$ cat src/rtl/pg_pkg.sv
// Package: shared widths and default timing constants for the power-good channel.
// Assumes a 250 MHz clock when turning the default times into cycle counts.
package pg_pkg;
    localparam int unsigned PG_CNT_W      = 16;
    localparam int unsigned PG_DFLT_RISE  = 8750; // 35 us at 250 MHz
    localparam int unsigned PG_GLITCH_LEN = 70;   // 280 ns at 250 MHz
    localparam int unsigned PG_SYNC_STAGES = 2;
    typedef logic [PG_CNT_W-1:0] pg_cnt_t;
endpackage

$ cat src/rtl/pg_sync.sv
// Module: multi-stage synchronizer for a vector of asynchronous level inputs.
// Assumes the inputs are quasi-static levels; pulses are not captured.
module pg_sync #(
    parameter int unsigned W      = 1,
    parameter int unsigned STAGES = 2
) (
    input  logic         clk,
    input  logic         rst_n,
    input  logic [W-1:0] d_i,
    output logic [W-1:0] q_o
);
    logic [W-1:0] stage_q [STAGES];

    // Shift the inputs through the flop chain.
    always_ff @(posedge clk) begin
        if (!rst_n) begin
            for (int i = 0; i < STAGES; i++) stage_q[i] <= '0;
        end else begin
            stage_q[0] <= d_i;
            for (int i = 1; i < STAGES; i++) stage_q[i] <= stage_q[i-1];
        end
    end

    assign q_o = stage_q[STAGES-1];
endmodule

$ cat src/rtl/pg_en_filter.sv
// Module: run-length glitch filter. The filtered level follows the input only
// after the input has differed from it for GLITCH_LEN consecutive cycles.
// Assumes a synchronized input.
module pg_en_filter #(
    parameter int unsigned GLITCH_LEN = 70
) (
    input  logic clk,
    input  logic rst_n,
    input  logic en_s_i,
    output logic en_f_o
);
    localparam int unsigned GW = $clog2(GLITCH_LEN + 1);

    logic          en_f_q;
    logic [GW-1:0] run_q;

    // Count consecutive disagreeing cycles and flip once the run is long enough.
    always_ff @(posedge clk) begin
        if (!rst_n) begin
            en_f_q <= 1'b0;
            run_q  <= '0;
        end else if (en_s_i == en_f_q) begin
            run_q  <= '0;
        end else if (run_q == GW'(GLITCH_LEN - 1)) begin
            en_f_q <= en_s_i;
            run_q  <= '0;
        end else begin
            run_q  <= run_q + 1'b1;
        end
    end

    assign en_f_o = en_f_q;

    // the filtered level may change only at the end of a full run.
    a_r7_flip_after_full_run: assert property (@(posedge clk) disable iff (!rst_n)
        (en_f_q != $past(en_f_q)) |-> ($past(run_q) == GW'(GLITCH_LEN - 1)));
endmodule

$ cat src/rtl/pg_rise_timer.sv
// Module: restartable rise-qualification timer. It raises the good flag after
// the qualification input has been continuously true for the delay count, and
// drops the flag at once when qualification is lost.
// Assumes a delay count of at least 1.
module pg_rise_timer
    import pg_pkg::*;
#(
    parameter int unsigned DFLT_RISE = PG_DFLT_RISE
) (
    input  logic    clk,
    input  logic    rst_n,
    input  logic    qual_i,
    input  pg_cnt_t cfg_delay_i,
    output logic    good_o
);
    pg_cnt_t need;
    pg_cnt_t tcnt_q;
    logic    good_q;

    // Choose the configured delay, or the default when the word is zero.
    always_comb begin
        need = (cfg_delay_i == '0) ? pg_cnt_t'(DFLT_RISE) : cfg_delay_i;
    end

    // Count qualified cycles; clear on loss or once the flag is high.
    always_ff @(posedge clk) begin
        if (!rst_n) begin
            good_q <= 1'b0;
            tcnt_q <= '0;
        end else if (!qual_i) begin
            good_q <= 1'b0;
            tcnt_q <= '0;
        end else if (good_q) begin
            tcnt_q <= '0;
        end else if (tcnt_q >= need - 1'b1) begin
            good_q <= 1'b1;
            tcnt_q <= '0;
        end else begin
            tcnt_q <= tcnt_q + 1'b1;
        end
    end

    assign good_o = good_q;

    // the counter sits at zero while the flag is high.
    a_r10_count_idle_when_good: assert property (@(posedge clk) disable iff (!rst_n)
        good_q |-> (tcnt_q == '0));
    // a lost qualification leaves the counter at zero.
    a_r4_restart_from_zero: assert property (@(posedge clk) disable iff (!rst_n)
        !qual_i |=> (tcnt_q == '0));
    // a rise happens only after a completed count under qualification.
    a_r2_rise_after_count: assert property (@(posedge clk) disable iff (!rst_n)
        $rose(good_q) |-> ($past(qual_i) && ($past(tcnt_q) >= $past(need) - 1'b1)));
endmodule

$ cat src/rtl/pg_channel.sv
// Module: one power-good channel of a multi-rail supervisor. It synchronizes
// the rail and enable bits, filters the enable, qualifies the rise with a
// restartable delay and forces the output low under lockout.
// Assumes uvlo_i is already synchronous to clk.
module pg_channel
    import pg_pkg::*;
#(
    parameter int unsigned DFLT_RISE   = PG_DFLT_RISE,
    parameter int unsigned GLITCH_LEN  = PG_GLITCH_LEN,
    parameter int unsigned SYNC_STAGES = PG_SYNC_STAGES
) (
    input  logic                clk,
    input  logic                rst_n,
    input  logic                uvlo_i,
    input  logic                rail_ok_i,
    input  logic                en_i,
    input  logic [PG_CNT_W-1:0] cfg_delay_i,
    output logic                pg_o,
    output logic                pg_seen_o
);
    logic [1:0] raw_in;
    logic [1:0] sync_out;
    logic       rail_s;
    logic       en_s;
    logic       en_f;
    logic       qual;
    logic       good;
    logic       seen_q;

    assign raw_in = {en_i, rail_ok_i};

    pg_sync #(.W(2), .STAGES(SYNC_STAGES)) u_sync (
        .clk   (clk),
        .rst_n (rst_n),
        .d_i   (raw_in),
        .q_o   (sync_out)
    );

    assign rail_s = sync_out[0];
    assign en_s   = sync_out[1];

    pg_en_filter #(.GLITCH_LEN(GLITCH_LEN)) u_filter (
        .clk    (clk),
        .rst_n  (rst_n),
        .en_s_i (en_s),
        .en_f_o (en_f)
    );

    // Qualification: rail up, filtered enable up, no lockout.
    always_comb begin
        qual = rail_s && en_f && !uvlo_i;
    end

    pg_rise_timer #(.DFLT_RISE(DFLT_RISE)) u_timer (
        .clk         (clk),
        .rst_n       (rst_n),
        .qual_i      (qual),
        .cfg_delay_i (cfg_delay_i),
        .good_o      (good)
    );

    // Output gating: lockout overrides the registered flag in the same cycle.
    always_comb begin
        pg_o = good && !uvlo_i;
    end

    // Sticky flag: set by a high output, cleared by lockout.
    always_ff @(posedge clk) begin
        if (!rst_n)      seen_q <= 1'b0;
        else if (uvlo_i) seen_q <= 1'b0;
        else if (pg_o)   seen_q <= 1'b1;
    end

    assign pg_seen_o = seen_q;

    // lockout leaves the timer flag low at the next edge.
    a_r8_lockout_clears_timer: assert property (@(posedge clk) disable iff (!rst_n)
        uvlo_i |=> !good);
    // a high output is recorded by the sticky flag.
    a_r9_seen_records_good: assert property (@(posedge clk) disable iff (!rst_n)
        pg_o |=> pg_seen_o);
    // a rail bit seen low drops the output at the following edge.
    a_r5_rail_low_drops: assert property (@(posedge clk) disable iff (!rst_n)
        !rail_s |=> !pg_o);
endmodule

$ cat config.mk
export PLATFORM = sky130hd
export DESIGN_NAME = pg_channel
export DESIGN_NICKNAME = d
export VERILOG_FILES = /design/src/rtl/pg_pkg.sv /design/src/rtl/pg_sync.sv /design/src/rtl/pg_en_filter.sv /design/src/rtl/pg_rise_timer.sv /design/src/rtl/pg_channel.sv
export SDC_FILE = /design/constraint.sdc
export NUM_CORES = 1
export LEC_CHECK = 0
export BUFFER_PORTS_ARGS = -buffer_cell sky130_fd_sc_hd__buf_4
export CAP_MARGIN = 5
export CORE_UTILIZATION = 45
export CTS_CLUSTER_DIAMETER = 30
export DETAILED_ROUTE_END_ITERATION = 16
export PLACE_DENSITY = 0.67
export SLEW_MARGIN = 10
export SYNTH_ARGS = -nofsm -noshare
export SYNTH_HDL_FRONTEND = slang
export SYNTH_SLANG_ARGS = --single-unit
export TNS_END_PERCENT = 30
$ cat constraint.sdc
create_clock -name clk -period 4.1 [get_ports clk]
set_clock_uncertainty 0.2 [all_clocks]
set_input_delay 0.82 -clock clk [delete_from_list [all_inputs] [get_ports clk]]
set_output_delay 0.82 -clock clk [all_outputs]
set_load 0.005 [all_outputs]
---- Yosys cells after proc, flatten, opt, wreduce, memory -nomap -nowiden ----
Memory sizes are Yosys's and may differ from the RTL's.
Cells that the tools add are included.
W data, S select, Z words.
cells by class
  add/sub/neg operators ................... 3
  $lt $le $gt $ge ......................... 1
  equality and inequality tests ........... 2
  multiplexer cells ....................... 7
  bitwise operators ....................... 5
  reduce and logical (&&, ||, !) cells .... 10
operator list
  kind                     number
  $add A16 B1 Y16 const B  1
  $ge A16 B16 Y1           1
  $logic_not A16 Y1        1
  $mux W16                 1
  $sub A16 B1 Y16 const B  1
  $add A7 B1 Y7 const B    1
  $eq A7 B7 Y1 const B     1
  $mux W1                  4
  $mux W2                  2
  $reduce_and A2 Y1        2
  $reduce_or A4 Y1         1
  $logic_and A1 B1 Y1      3
  $not A1 Y1               3
  $reduce_or A3 Y1         1
  $or A1 B1 Y1             2
  $reduce_or A2 Y1         1
  $eq A1 B1 Y1             1
  $logic_not A1 Y1         1
storage, ports and cells
  register bits ........................... 26
  RAM bits ................................ 4
  input port bits ......................... 21
  output and inout bits ................... 2
  logic and storage cells ................. 34
  memories ................................ 1
memories
  name            words  width  read ports  clocked after memory_dff  write ports  RTL line       RTL
  u_sync.stage_q  2      2      2           0                         2            pg_sync.sv:12  logic [W-1:0] stage_q [STAGES];

---- Longest topological paths before layout ----
  depth in word-level cells ............... 6
  mapped depth ............................ 17
  depth with buffers taken out ............ 14

---- Hierarchy ----
A second synthesis with hierarchy kept.
second synthesis, totals
  cells, all modules ...................... 223
  area, all modules ....................... 2,077.0 µm²
by module, submodules not included
  module         times used  cells each  area each (µm²)  seq. area each (µm²)
  pg_rise_timer  1           170         1,561.5          340.3
  pg_en_filter   1           37          345.3            160.2
  pg_sync        1           10          120.1            80.1
  pg_channel     1           6           50.0             20.0

---- Least setup slack after synthesis ----
Ideal clock, no wire load.
  kind .................................... input port to flip-flop
  start point ............................. in cfg_delay_i[4]
  end point ............................... reg u_timer.good_q, in the netlist u_timer.good_o
  library setup time ...................... 115 ps
  arrival ................................. 3,967 ps
  data required time ...................... 3,785 ps
  path slack .............................. -181 ps
  stages on the path ...................... 17
  buffers on the path ..................... 3
  cells stage by stage .................... nor4_1 -> nand4_1 -> clkbuf_1 -> nor2_1 -> nor2_1 -> ha_1 -> or3b_1 -> nor3_1 -> o21ai_1 -> xor2_1 -> ha_1 -> and3_4 -> a221o_1 -> a221o_1 -> buf_6 -> buf_8 -> o21ba_1
on the way
  longest elaborated chain between the ends .. 6
RTL lines
  what                  RTL line             RTL
  start, declared       pg_channel.sv:17     input logic [PG_CNT_W-1:0] cfg_delay_i,
  $logic_not A16 Y1     pg_rise_timer.sv:22  need = (cfg_delay_i == '0) ? pg_cnt_t'(DFLT_RISE) : cfg_delay_i;
  $mux W16 *            pg_rise_timer.sv:22
  $sub A16 B1 Y16 *     pg_rise_timer.sv:35  end else if (tcnt_q >= need - 1'b1) begin
  $ge A16 B16 Y1 *      pg_rise_timer.sv:35
  $mux W1 *             pg_rise_timer.sv:35
  $mux W1 *             pg_rise_timer.sv:33  end else if (good_q) begin
  end signal, assigned  pg_rise_timer.sv:28  good_q <= 1'b0;
  end signal, assigned  pg_rise_timer.sv:31  good_q <= 1'b0;
  end signal, assigned  pg_rise_timer.sv:36  good_q <= 1'b1;
  end, declared         pg_rise_timer.sv:18  logic good_q;
Every way passes the cells marked *; elsewhere a longest branch is shown, timed or not.
A chain may end at the register's enable or synchronous reset.

---- Final worst setup path ----
  start point ............................. in cfg_delay_i[13]
  end point ............................... reg u_timer.tcnt_q[2]
on the way
  longest elaborated chain between the ends .. 5
RTL lines
  what                                 RTL line             RTL
  $logic_not A16 Y1                    pg_rise_timer.sv:22
  $mux W16 *                           pg_rise_timer.sv:22
  $sub A16 B1 Y16 *                    pg_rise_timer.sv:35
  $ge A16 B16 Y1 *                     pg_rise_timer.sv:35
  $reduce_or A4 Y1 (no source line) *  -
  end signal, assigned                 pg_rise_timer.sv:39  tcnt_q <= tcnt_q + 1'b1;
  end, declared                        pg_rise_timer.sv:17  pg_cnt_t tcnt_q;
Marks and branches as above.

==> impl_metrics.yaml <==
run_status:
  outcome: "finished, final reports clean"
power_and_ir_drop:
  p_leak_nw: 0.932
  intPower_uw: 464
  p_per_area_nw_per_um2: 243
  clkPwrFrac: 0.400
  p_seq_frac: 0.493
  comb_power_share: 0.107
  peakVddDrop_uv: 195
  switching_power_uw: 133
  p_total_uw: 597
  swShare: 0.223
worst_setup_path:
  start_kind: "input port"
  critPathKind: "input port to flop"
  endpoint_kind: "flop"
  worstPathArrival_ns: 3.83
  required_ns: 4.07
  rr_startpoint: "u_timer.tcnt_q[6]"
  critPathMaxFanout: 17
  cp-startpoint: "cfg_delay_i[13]"
clock_network:
  post_cts_resized: 0
  clkSinkCount: 30
  cts-root-buf: "clkbuf_8"
  cts.path.max_buffers: 2
  postCtsSetupRepairBufs: 0
  cts.clk_slew.worst_paths_ns: 0.06
  tritoncts: "done"
  cts_buffers: 5
  insertion_delay_ns: 0.28
  cts_htree_levels: 2
  cts_hold_buffers: 0
synthesis:
  synth-adder-area-share: 0.124
  synth.top_cells.by_area: "dfxtp_1 (30%), ha_1 (12%), xor2_1 (7.0%)"
  synth_mux_area_frac: 0.00498
  synthXorXnorAreaFrac: 0.131
  syn-instance-count: 215
  yosysSeqAreaShare: 0.299
  syn_nets: 256
  async_flop_share: 0
  ys.flop_type: "dfxtp_1"
  synth_seq_cells: 30
  ys_types: 44
  yosys_warnings: 0
  yosysTopAreaCell: "dfxtp_1"
  synth_compound_area_frac: 0.0977
  yosys.area_share.simple: 0.310
  synth.cell_area_um2: 2010
  syn_avg_cell_area_um2: 9.35
  yosys.area.top_type_share: 0.299
  synth_edf_count: 0
  synth_top_family_by_area: "simple AND/OR/NAND/NOR gates"
place:
  pre_cts_ws_ns: -0.0547
  numPortBuffers: 22
  placedCellCount: 297
  dpl.hpwl_mm: 3.10
  place_area_um2: 2370
  place_congestion: 0.814
global_routing:
  antenna_found_initial: 0
  grt_overflow: 0
  grt_pass1_vias: 1613
  grtUsageTotal: 0.195
  grt_max_degree: 18
  grt_pass1_wl_mm: 6.90
timing:
  maxSlewHeadroom: 0.367
  worstMarginPinSlew_ns: 0.945
  whs_ns: 0.236
  setup_viol: 0
  fin_crit_sh: 0.941
  rsz0062_at_grt: "false"
  fin_setup_tns_ns: 0
  hold_violations: 0
  fin_ws_ns: 0.242
  final_max_slew_viol_count: 0
  fin_crit_ns: 3.86
  fmax_mhz: 259
cells_and_area:
  fin_nets: 295
  post-route-util: 0.593
  fill_cells: 383
  area.growth.synth_to_final_pct: 22.3
  final_common_cell: "buf_4"
  fin_cells: 305
  fin_area_um2: 2460
  diodes: 0
  drive_gt1_frac: 0.251
  multi_input_area_um2: 1370
  regArea_um2: 601
  mostFrequentLayoutCells: "buf_4 (36), dfxtp_1 (30), nor2_1 (20)"
floorplan:
  dieArea_um2: 4740
  die_h_um: 68.8
  ioPinCount: 23
  coreArea_um2: 4140
  start_util: 0.485
  die_w_um: 68.8
  std_cell_rows: 23
min_path:
  min_from: "u_sync.stage_q[0][0]"
  hold_class: "flop to flop"
routing:
  drtPass1Iterations: 4
  drcViolationCount: 0
  vias: 1708
  drtIter0Drc: 83
  avgViaCountPerCell: 5.60
  wl_per_cell_um: 13.1
  routed_wl_mm: 3.99
  drtAntennaViolNets: 0
job:
  maxCapViolCount: 0
critical path: stages:
cell,delay (ns)
buf_4,0.09
nor4_1,0.05
nand4_1,0.13
nor2_1,0.06
nor2_1,0.09
ha_2,0.18
or3b_4,0.41
nor3_4,0.18
o21ai_1,0.11
xor2_1,0.17
ha_1,0.31
a21o_1,0.18
a221o_1,0.29
a221o_1,0.36
buf_12,0.17
nor4_1,0.22
registers in the layout (all words and copies together), names as in the netlist:
name / count
u_filter.en_f_o: 1
u_filter.run_q: 7
u_timer.tcnt_q: 16
u_timer.good_o: 1
u_sync.stage_q: 4
pg_seen_o: 1
synthesized netlist by cell type (3+ instances only):
cell type,n
ha_1,20
xnor2_1,14
nand4_1,4
clkbuf_1,3
and3_1,4
nand3_1,14
and2_1,4
nor4_1,12
nand2_1,4
xor2_1,16
or4_1,5
nor3_1,7
nor4_2,10
nor2_1,20
o21bai_1,3
o211ai_1,5
inv_1,6
dfxtp_1,30
per-layer routing:
layer,wire length [um],global-route usage
met1,2090,0.268
met2,1750,0.303
met3,145,0.0559
met4,9,0.0332
met5,0,0
cell families after synthesis:
logic type | after synthesis
AOI/OAI and AO/OA | 25
xor gates and xnor gates | 30
adders and majority gates | 20
buffers and inverters | 12
DFF | 30
muxes | 1
and+or+nand+nor | 97
final cells by class:
cell class,instances,area share
Timing Repair Buffer,38,0.126
Inverter,6,0.00916
Tap cell,50,0.0254
Multi-Input combinational cell,173,0.558
Sequential cell,30,0.244
Clock inverter,1,0.00204
Clock buffer,7,0.0351
path summary, 6_finish.rpt:
check                                             to  slack [ns]  depth (start not counted)
worst min-delay path            u_sync.stage_q[0][2]        0.24                          1
worst max register to register     u_timer.tcnt_q[2]        1.80                          6
worst max-delay path               u_timer.tcnt_q[2]        0.24                         16
worst min register to register  u_sync.stage_q[0][2]        0.24                          1
power by group through the flow:
stage	clock network, mW	registers, mW	logic (mW)
finish	0.239	0.294	0.0637
global route	0.261	0.294	0.0715
floorplan	0	0.301	0.0279
global placement	0	0.301	0.0631
detailed placement	0	0.301	0.0640
CTS	0.246	0.294	0.0643
Power figures use the tool's default switching activity.
